`src/rtl/udma_host_pkg.sv`:
```
package udma_host_pkg;
    typedef enum logic [2:0] {
        ST_IDLE,
        ST_WR_LOAD,
        ST_WR_HOLD,
        ST_RD_RUN,
        ST_STOP
    } burst_state_t;
endpackage

```
`src/rtl/udma_strobe_sync.sv`:
```
module udma_strobe_sync #(
    parameter int W = 16
) (
    input  logic         clk,
    input  logic         rst_n,
    input  logic         strobe_in,
    input  logic [W-1:0] data_in,
    output logic         edge_seen,
    output logic [W-1:0] data_out
);
    logic         s1, s2, s3;
    logic [W-1:0] d1, d2;

    // Data travels beside the strobe so both arrive aligned.
    always_ff @(posedge clk or negedge rst_n) begin
        if (!rst_n) begin
            s1 <= 1'b0;
            s2 <= 1'b0;
            s3 <= 1'b0;
            d1 <= '0;
            d2 <= '0;
        end else begin
            s1 <= strobe_in;
            s2 <= s1;
            s3 <= s2;
            d1 <= data_in;
            d2 <= d1;
        end
    end

    assign edge_seen = s2 ^ s3;
    assign data_out  = d2;
endmodule

```
`src/rtl/udma_rx_fifo.sv`:
```
module udma_rx_fifo #(
    parameter int W     = 16,
    parameter int DEPTH = 16
) (
    input  logic                       clk,
    input  logic                       rst_n,
    input  logic                       push,
    input  logic [W-1:0]               push_data,
    output logic [W-1:0]               out_data,
    output logic                       out_valid,
    input  logic                       out_ready,
    output logic [$clog2(DEPTH+1)-1:0] free
);
    localparam int AW = $clog2(DEPTH);
    localparam int CW = $clog2(DEPTH + 1);
    localparam logic [CW-1:0] FULL_V = CW'(DEPTH);

    logic [W-1:0]  mem [DEPTH];
    logic [AW-1:0] wp, rp;
    logic [CW-1:0] cnt;
    logic          do_push, do_pop;

    assign out_valid = (cnt != '0);
    assign do_pop    = out_valid && out_ready;
    assign do_push   = push && (cnt != FULL_V);
    assign out_data  = mem[rp];
    assign free      = FULL_V - cnt;

    always_ff @(posedge clk) begin
        if (do_push) mem[wp] <= push_data;
    end

    always_ff @(posedge clk or negedge rst_n) begin
        if (!rst_n) begin
            wp  <= '0;
            rp  <= '0;
            cnt <= '0;
        end else begin
            if (do_push) wp <= wp + 1'b1;
            if (do_pop)  rp <= rp + 1'b1;
            unique case ({do_push, do_pop})
                2'b10:   cnt <= cnt + 1'b1;
                2'b01:   cnt <= cnt - 1'b1;
                default: cnt <= cnt;
            endcase
        end
    end
endmodule

```
`src/rtl/udma_host_burst.sv`:
```
module udma_host_burst
    import udma_host_pkg::*;
#(
    parameter int WORD_W     = 16,
    parameter int RX_DEPTH   = 16,
    parameter int RDY_MARGIN = 4,
    parameter int HOLD_CLKS  = 3,
    parameter int QUIET_CLKS = 8,
    parameter int CNT_W      = 16
) (
    input  logic              clk,
    input  logic              rst_n,
    input  logic              start,
    input  logic              dir_write,
    input  logic              end_req,
    input  logic [WORD_W-1:0] tx_data,
    input  logic              tx_valid,
    output logic              tx_ready,
    output logic [WORD_W-1:0] bus_dout,
    output logic              wr_strobe,
    input  logic              dev_rdy,
    input  logic              rd_strobe,
    input  logic [WORD_W-1:0] bus_din,
    output logic              host_rdy,
    output logic              host_stop,
    output logic [WORD_W-1:0] rx_data,
    output logic              rx_valid,
    input  logic              rx_ready,
    output logic [CNT_W-1:0]  word_count,
    output logic              busy
);
    localparam int FW = $clog2(RX_DEPTH + 1);
    localparam int HW = $clog2(HOLD_CLKS + 1);
    localparam int QW = $clog2(QUIET_CLKS + 1);
    localparam logic [FW-1:0] MARGIN_V  = FW'(RDY_MARGIN);
    localparam logic [HW-1:0] HOLD_LAST = HW'(HOLD_CLKS - 1);
    localparam logic [QW-1:0] QUIET_END = QW'(QUIET_CLKS - 1);

    burst_state_t      st, nxt;
    logic [HW-1:0]     hold_cnt;
    logic [QW-1:0]     quiet_cnt;
    logic              dir_q;
    logic              rd_edge;
    logic [WORD_W-1:0] rd_word;
    logic [FW-1:0]     rx_free;
    logic              push, hold_done, quiet_done, fire;

    udma_strobe_sync #(.W(WORD_W)) u_sync (
        .clk      (clk),
        .rst_n    (rst_n),
        .strobe_in(rd_strobe),
        .data_in  (bus_din),
        .edge_seen(rd_edge),
        .data_out (rd_word)
    );

    udma_rx_fifo #(.W(WORD_W), .DEPTH(RX_DEPTH)) u_fifo (
        .clk      (clk),
        .rst_n    (rst_n),
        .push     (push),
        .push_data(rd_word),
        .out_data (rx_data),
        .out_valid(rx_valid),
        .out_ready(rx_ready),
        .free     (rx_free)
    );

    assign hold_done  = (hold_cnt == HOLD_LAST);
    assign quiet_done = (quiet_cnt == QUIET_END) && !rd_edge;
    assign fire       = (st == ST_WR_HOLD) && hold_done && dev_rdy;
    assign push       = rd_edge && !dir_q && (rx_free != '0)
                        && ((st == ST_RD_RUN) || (st == ST_STOP));
    assign tx_ready   = (st == ST_WR_LOAD) && !end_req;
    assign host_rdy   = (st == ST_RD_RUN) && (rx_free > MARGIN_V);
    assign busy       = (st != ST_IDLE);

    // State register
    always_ff @(posedge clk or negedge rst_n) begin
        if (!rst_n) st <= ST_IDLE;
        else        st <= nxt;
    end

    // Transitions
    always_comb begin
        nxt = st;
        unique case (st)
            ST_IDLE:    if (start) nxt = dir_write ? ST_WR_LOAD : ST_RD_RUN;
            ST_WR_LOAD: if (end_req) nxt = ST_STOP;
                        else if (tx_valid) nxt = ST_WR_HOLD;
            ST_WR_HOLD: if (hold_done && dev_rdy) nxt = ST_WR_LOAD;
            ST_RD_RUN:  if (end_req) nxt = ST_STOP;
            ST_STOP:    if (quiet_done) nxt = ST_IDLE;
            default:    nxt = ST_IDLE;
        endcase
    end

    // Outputs and datapath
    always_ff @(posedge clk or negedge rst_n) begin
        if (!rst_n) begin
            bus_dout   <= '0;
            wr_strobe  <= 1'b1;
            hold_cnt   <= '0;
            quiet_cnt  <= '0;
            word_count <= '0;
            host_stop  <= 1'b0;
            dir_q      <= 1'b0;
        end else begin
            unique case (st)
                ST_IDLE: begin
                    if (start) begin
                        word_count <= '0;
                        wr_strobe  <= 1'b1;
                        dir_q      <= dir_write;
                    end
                end
                ST_WR_LOAD: begin
                    hold_cnt <= '0;
                    if (tx_ready && tx_valid) bus_dout <= tx_data;
                end
                ST_WR_HOLD: begin
                    if (!hold_done) hold_cnt <= hold_cnt + 1'b1;
                    if (fire) begin
                        wr_strobe  <= ~wr_strobe;
                        word_count <= word_count + 1'b1;
                    end
                end
                ST_RD_RUN: begin
                    if (push) word_count <= word_count + 1'b1;
                end
                ST_STOP: begin
                    if (push) word_count <= word_count + 1'b1;
                    if (rd_edge)         quiet_cnt <= '0;
                    else if (!quiet_done) quiet_cnt <= quiet_cnt + 1'b1;
                    if (quiet_done) host_stop <= 1'b0;
                end
                default: ;
            endcase
            if (nxt == ST_STOP && st != ST_STOP) begin
                host_stop <= 1'b1;
                quiet_cnt <= '0;
            end
        end
    end
endmodule

```
`config.mk`:
```
export PLATFORM = sky130hd
export DESIGN_NAME = udma_host_burst
export DESIGN_NICKNAME = d
export VERILOG_FILES = /design/src/rtl/udma_host_pkg.sv /design/src/rtl/udma_strobe_sync.sv /design/src/rtl/udma_rx_fifo.sv /design/src/rtl/udma_host_burst.sv
export SDC_FILE = /design/constraint.sdc
export NUM_CORES = 1
export LEC_CHECK = 0
export BUFFER_PORTS_ARGS = -buffer_cell sky130_fd_sc_hd__buf_2
export CAP_MARGIN = 20
export CORE_MARGIN = 5
export CORE_UTILIZATION = 40
export DETAILED_ROUTE_END_ITERATION = 8
export PLACE_DENSITY = 0.61
export SYNTH_ARGS = -nofsm -noshare
export SYNTH_HDL_FRONTEND = slang
export SYNTH_SLANG_ARGS = --single-unit
```
`constraint.sdc`:
```
create_clock -name clk -period 5.22 [get_ports clk]
set_clock_uncertainty 0.15 [all_clocks]
set_input_delay 0.522 -clock clk [delete_from_list [all_inputs] [get_ports clk]]
set_output_delay 0.522 -clock clk [all_outputs]
set_load 0.02 [all_outputs]
```
==> results.ini <==
[grt]
track_usage = 0.144
busiest_layer = met2
use_met2 = 0.230
grt_max_degree = 60
grt_pass1_wl_um = 43000
antenna_found_initial = 0
use_met1 = 0.211
use_met3 = 0.0252
grt_overflow = 0
grt_pass1_vias = 7222

[die]
dieArea_um2 = 37700
core_area_um2 = 33500
ios = 95
die_y_um = 194
rows = 67
start_util = 0.405
fp.dieW_um = 194

[cells_and_area]
area_growth_pct = 18.7
fin_nets = 888
mostFrequentLayoutCells = 256 x edfxtp_1, 93 x buf_2, 89 x dfrtp_1, 80 x mux4_2, 38 x clkbuf_16
utilization = 0.481
antenna_cells = 0
drive_above_1_share = 0.335
final_common_cell = edfxtp_1
fillCellCount = 2856

[clock_tree]
cts-buffers-inserted = 37
cts_setup_buffers = 0
cts_tree = done
cts.clk_slew.worst_paths_ps = 60
clock-root-buffer = clkbuf_16
cts_num_sinks = 348
htree_levels = 2
clk_latency_ps = 520
cts.path.max_buffers = 3

[timing]
worst_pin_slew_ps = 1010
fmax_mhz = 236
setup_tns_ps = 0
rsz0062_at_grt = no
drv_slew = 0
maxSlewHeadroom = 0.327
final.period_utilization = 0.811
finalSetupViolations = 0
hold_viol = 0
period_needed_ps = 4230

[worst_setup_path]
arrival_ps = 4480
crit_path_end_kind = flip-flop
required_ps = 5470
path_max_fanout = 11
start_kind = flip-flop
criticalPathCategory = flip-flop to flip-flop

[flow_run]
cap_violations = 0

[power_and_ir_drop]
intPower_w = 0.00589
power_density_nw_per_um2 = 522
clock_power_share = 0.321
power_leakage_nw = 5.75
switching_share = 0.300
power_frac_comb = 0.264
vdd_drop_max_v = 0.000304
power_switching_w = 0.00253
p_seq_frac = 0.415

[placed_design]
hpwl_um = 16900
gp_congestion = 0.778
io_buffers = 94

[detailed_routing]
vias = 6777
first_pass_iters = 4
drtIter0Drc = 520
wl_um = 27200
wl_per_cell_um = 20.8
ant_nets = 0
via_per_inst = 5.17
drc = 0

[yosys]
synth.avg_cell_area_um2 = 19.4
ys_seq_elements = 348
synth_edf_count = 256
synth.distinct_cells = 50
syn_nets = 752
netlist_area_um2 = 13600
seq_area_frac_synth = 0.736
yosys_warnings = 0
synth_cells = 698
ys.flop_type = edfxtp_1
postSynth.asyncResetShare = 0.264

[hold_path]
holdCritPathClass = primary input to flip-flop

[run_status]
outcome = finished, final reports clean

==> logic make-up (layout without fill, tap and decap cells) <==
| kind of cell | Yosys count | in the layout | share of synthesized area |
|---|---|---|---|
| xor gates and xnor gates | 23 | 23 | 0.0148 |
| and+or+nand+nor | 118 | 118 | 0.0469 |
| DFF | 348 | 348 | 0.736 |
| adders and majority gates | 13 | 13 | 0.0120 |
| muxes | 99 | 99 | 0.148 |
| AOI/OAI and AO/OA | 55 | 55 | 0.0284 |
| buffers and inverters | 42 | 207 | 0.0133 |
==> registers in the layout, summed over array words and instances, names as in the netlist <==
register / count
u_fifo.mem: 256
bus_dout: 16
u_sync.d1: 16
u_sync.data_out: 16
word_count: 16
u_fifo.cnt: 5
quiet_cnt: 4
u_fifo.rp: 4
u_fifo.wp: 4
st: 3
hold_cnt: 2
dir_q: 1
host_stop: 1
u_sync.s1: 1
u_sync.s2: 1
u_sync.s3: 1
wr_strobe: 1
==> final cells by class <==
class | instances | area [um2] | share of cell area
clock buffers | 45 | 1020 | 0.0631
clock inverters | 23 | 269 | 0.0167
inverters | 11 | 41.3 | 0.00256
multi-input cells | 308 | 3450 | 0.214
flip-flops and latches | 348 | 10000 | 0.620
well taps | 448 | 561 | 0.0348
repair buffers | 128 | 786 | 0.0488
==> per-stage QoR <==
stage / cells / hold slack (ps) / instance area [um2] / power (W) / worst slack, ps
2_1_floorplan: 698 / 76.4 / 13600 / 0.00512 / 793
3_3_place_gp: 1225 / 183 / 14600 / 0.00579 / 1020
3_5_place_dp: 1225 / 185 / 14600 / 0.00581 / 991
4_1_cts: 1311 / 52.8 / 16100 / 0.00855 / 964
5_1_grt: 1311 / 66.8 / 16100 / 0.00883 / 595
6_report: 1311 / 71.9 / 16100 / 0.00842 / 989
==> per-layer routing <==
| layer | routed length [um] | vias up |
|---|---|---|
| met5 | 0 | - |
| met4 | 444 | 0 |
| met3 | 1250 | 38 |
| met2 | 13000 | 174 |
| met1 | 12600 | 3492 |
| li1 | - | 3073 |
==> synthesized netlist by cell type, types with 6 or more instances <==
library cell	number	area (um2)
mux4_2	80	1800
o21ai_0	13	65.1
buf_2	12	60.1
a21oi_1	16	80.1
xor2_1	13	114
dfrtp_1	91	2280
ha_1	13	163
nor3_1	9	45.0
or4_1	6	45.0
and3_1	6	37.5
nand2_1	25	93.8
nor2_1	29	109
nand3_1	10	50.1
edfxtp_1	256	7690
mux2_2	18	203
xnor2_1	10	87.6
inv_1	10	37.5
clkbuf_1	14	52.6
o211ai_1	6	45.0
==> path summary, 6_finish.rpt <==
kind                          startpoint                 end  slack [ps]  depth (start not counted)
max in group asynchronous          rst_n        u_fifo.rp[0]        3380                          3
hold reg to reg             u_sync.d1[0]  u_sync.data_out[0]         190                          0
setup reg to reg           u_fifo.cnt[1]       u_fifo.cnt[4]         990                         13
hold / removal                 dir_write               st[1]          70                          2
min in group asynchronous          rst_n         bus_dout[9]         490                          2
setup / recovery           u_fifo.cnt[1]       u_fifo.cnt[4]         990                         13
==> power groups by stage <==
stage	clock network, W	logic, W	registers [W]
final	0.00270	0.00222	0.00349
after global routing	0.00288	0.00241	0.00354
after CTS	0.00278	0.00227	0.00350
after detailed placement	0	0.00225	0.00355
after global placement	0	0.00225	0.00355
after floorplan	0	0.00170	0.00343
==> critical path, cell delays in order (launching register included) <==
cell	delay [ps]
dfrtp_1	460
nor4_2	540
ha_1	380
a211oi_4	440
nor3b_2	630
inv_2	210
ha_1	320
xor2_1	170
ha_1	220
nand3b_1	90
o21ai_0	80
a222oi_1	220
nor2_1	90
xnor2_1	130
==> repair_timing <==
action / in CTS / in global routing
resized for setup: 0 / 0
hold endpoints to repair: 74 / 0
hold buffers: 18 / 0
setup endpoints to repair: 0 / 0
Power figures use the tool's default switching activity.
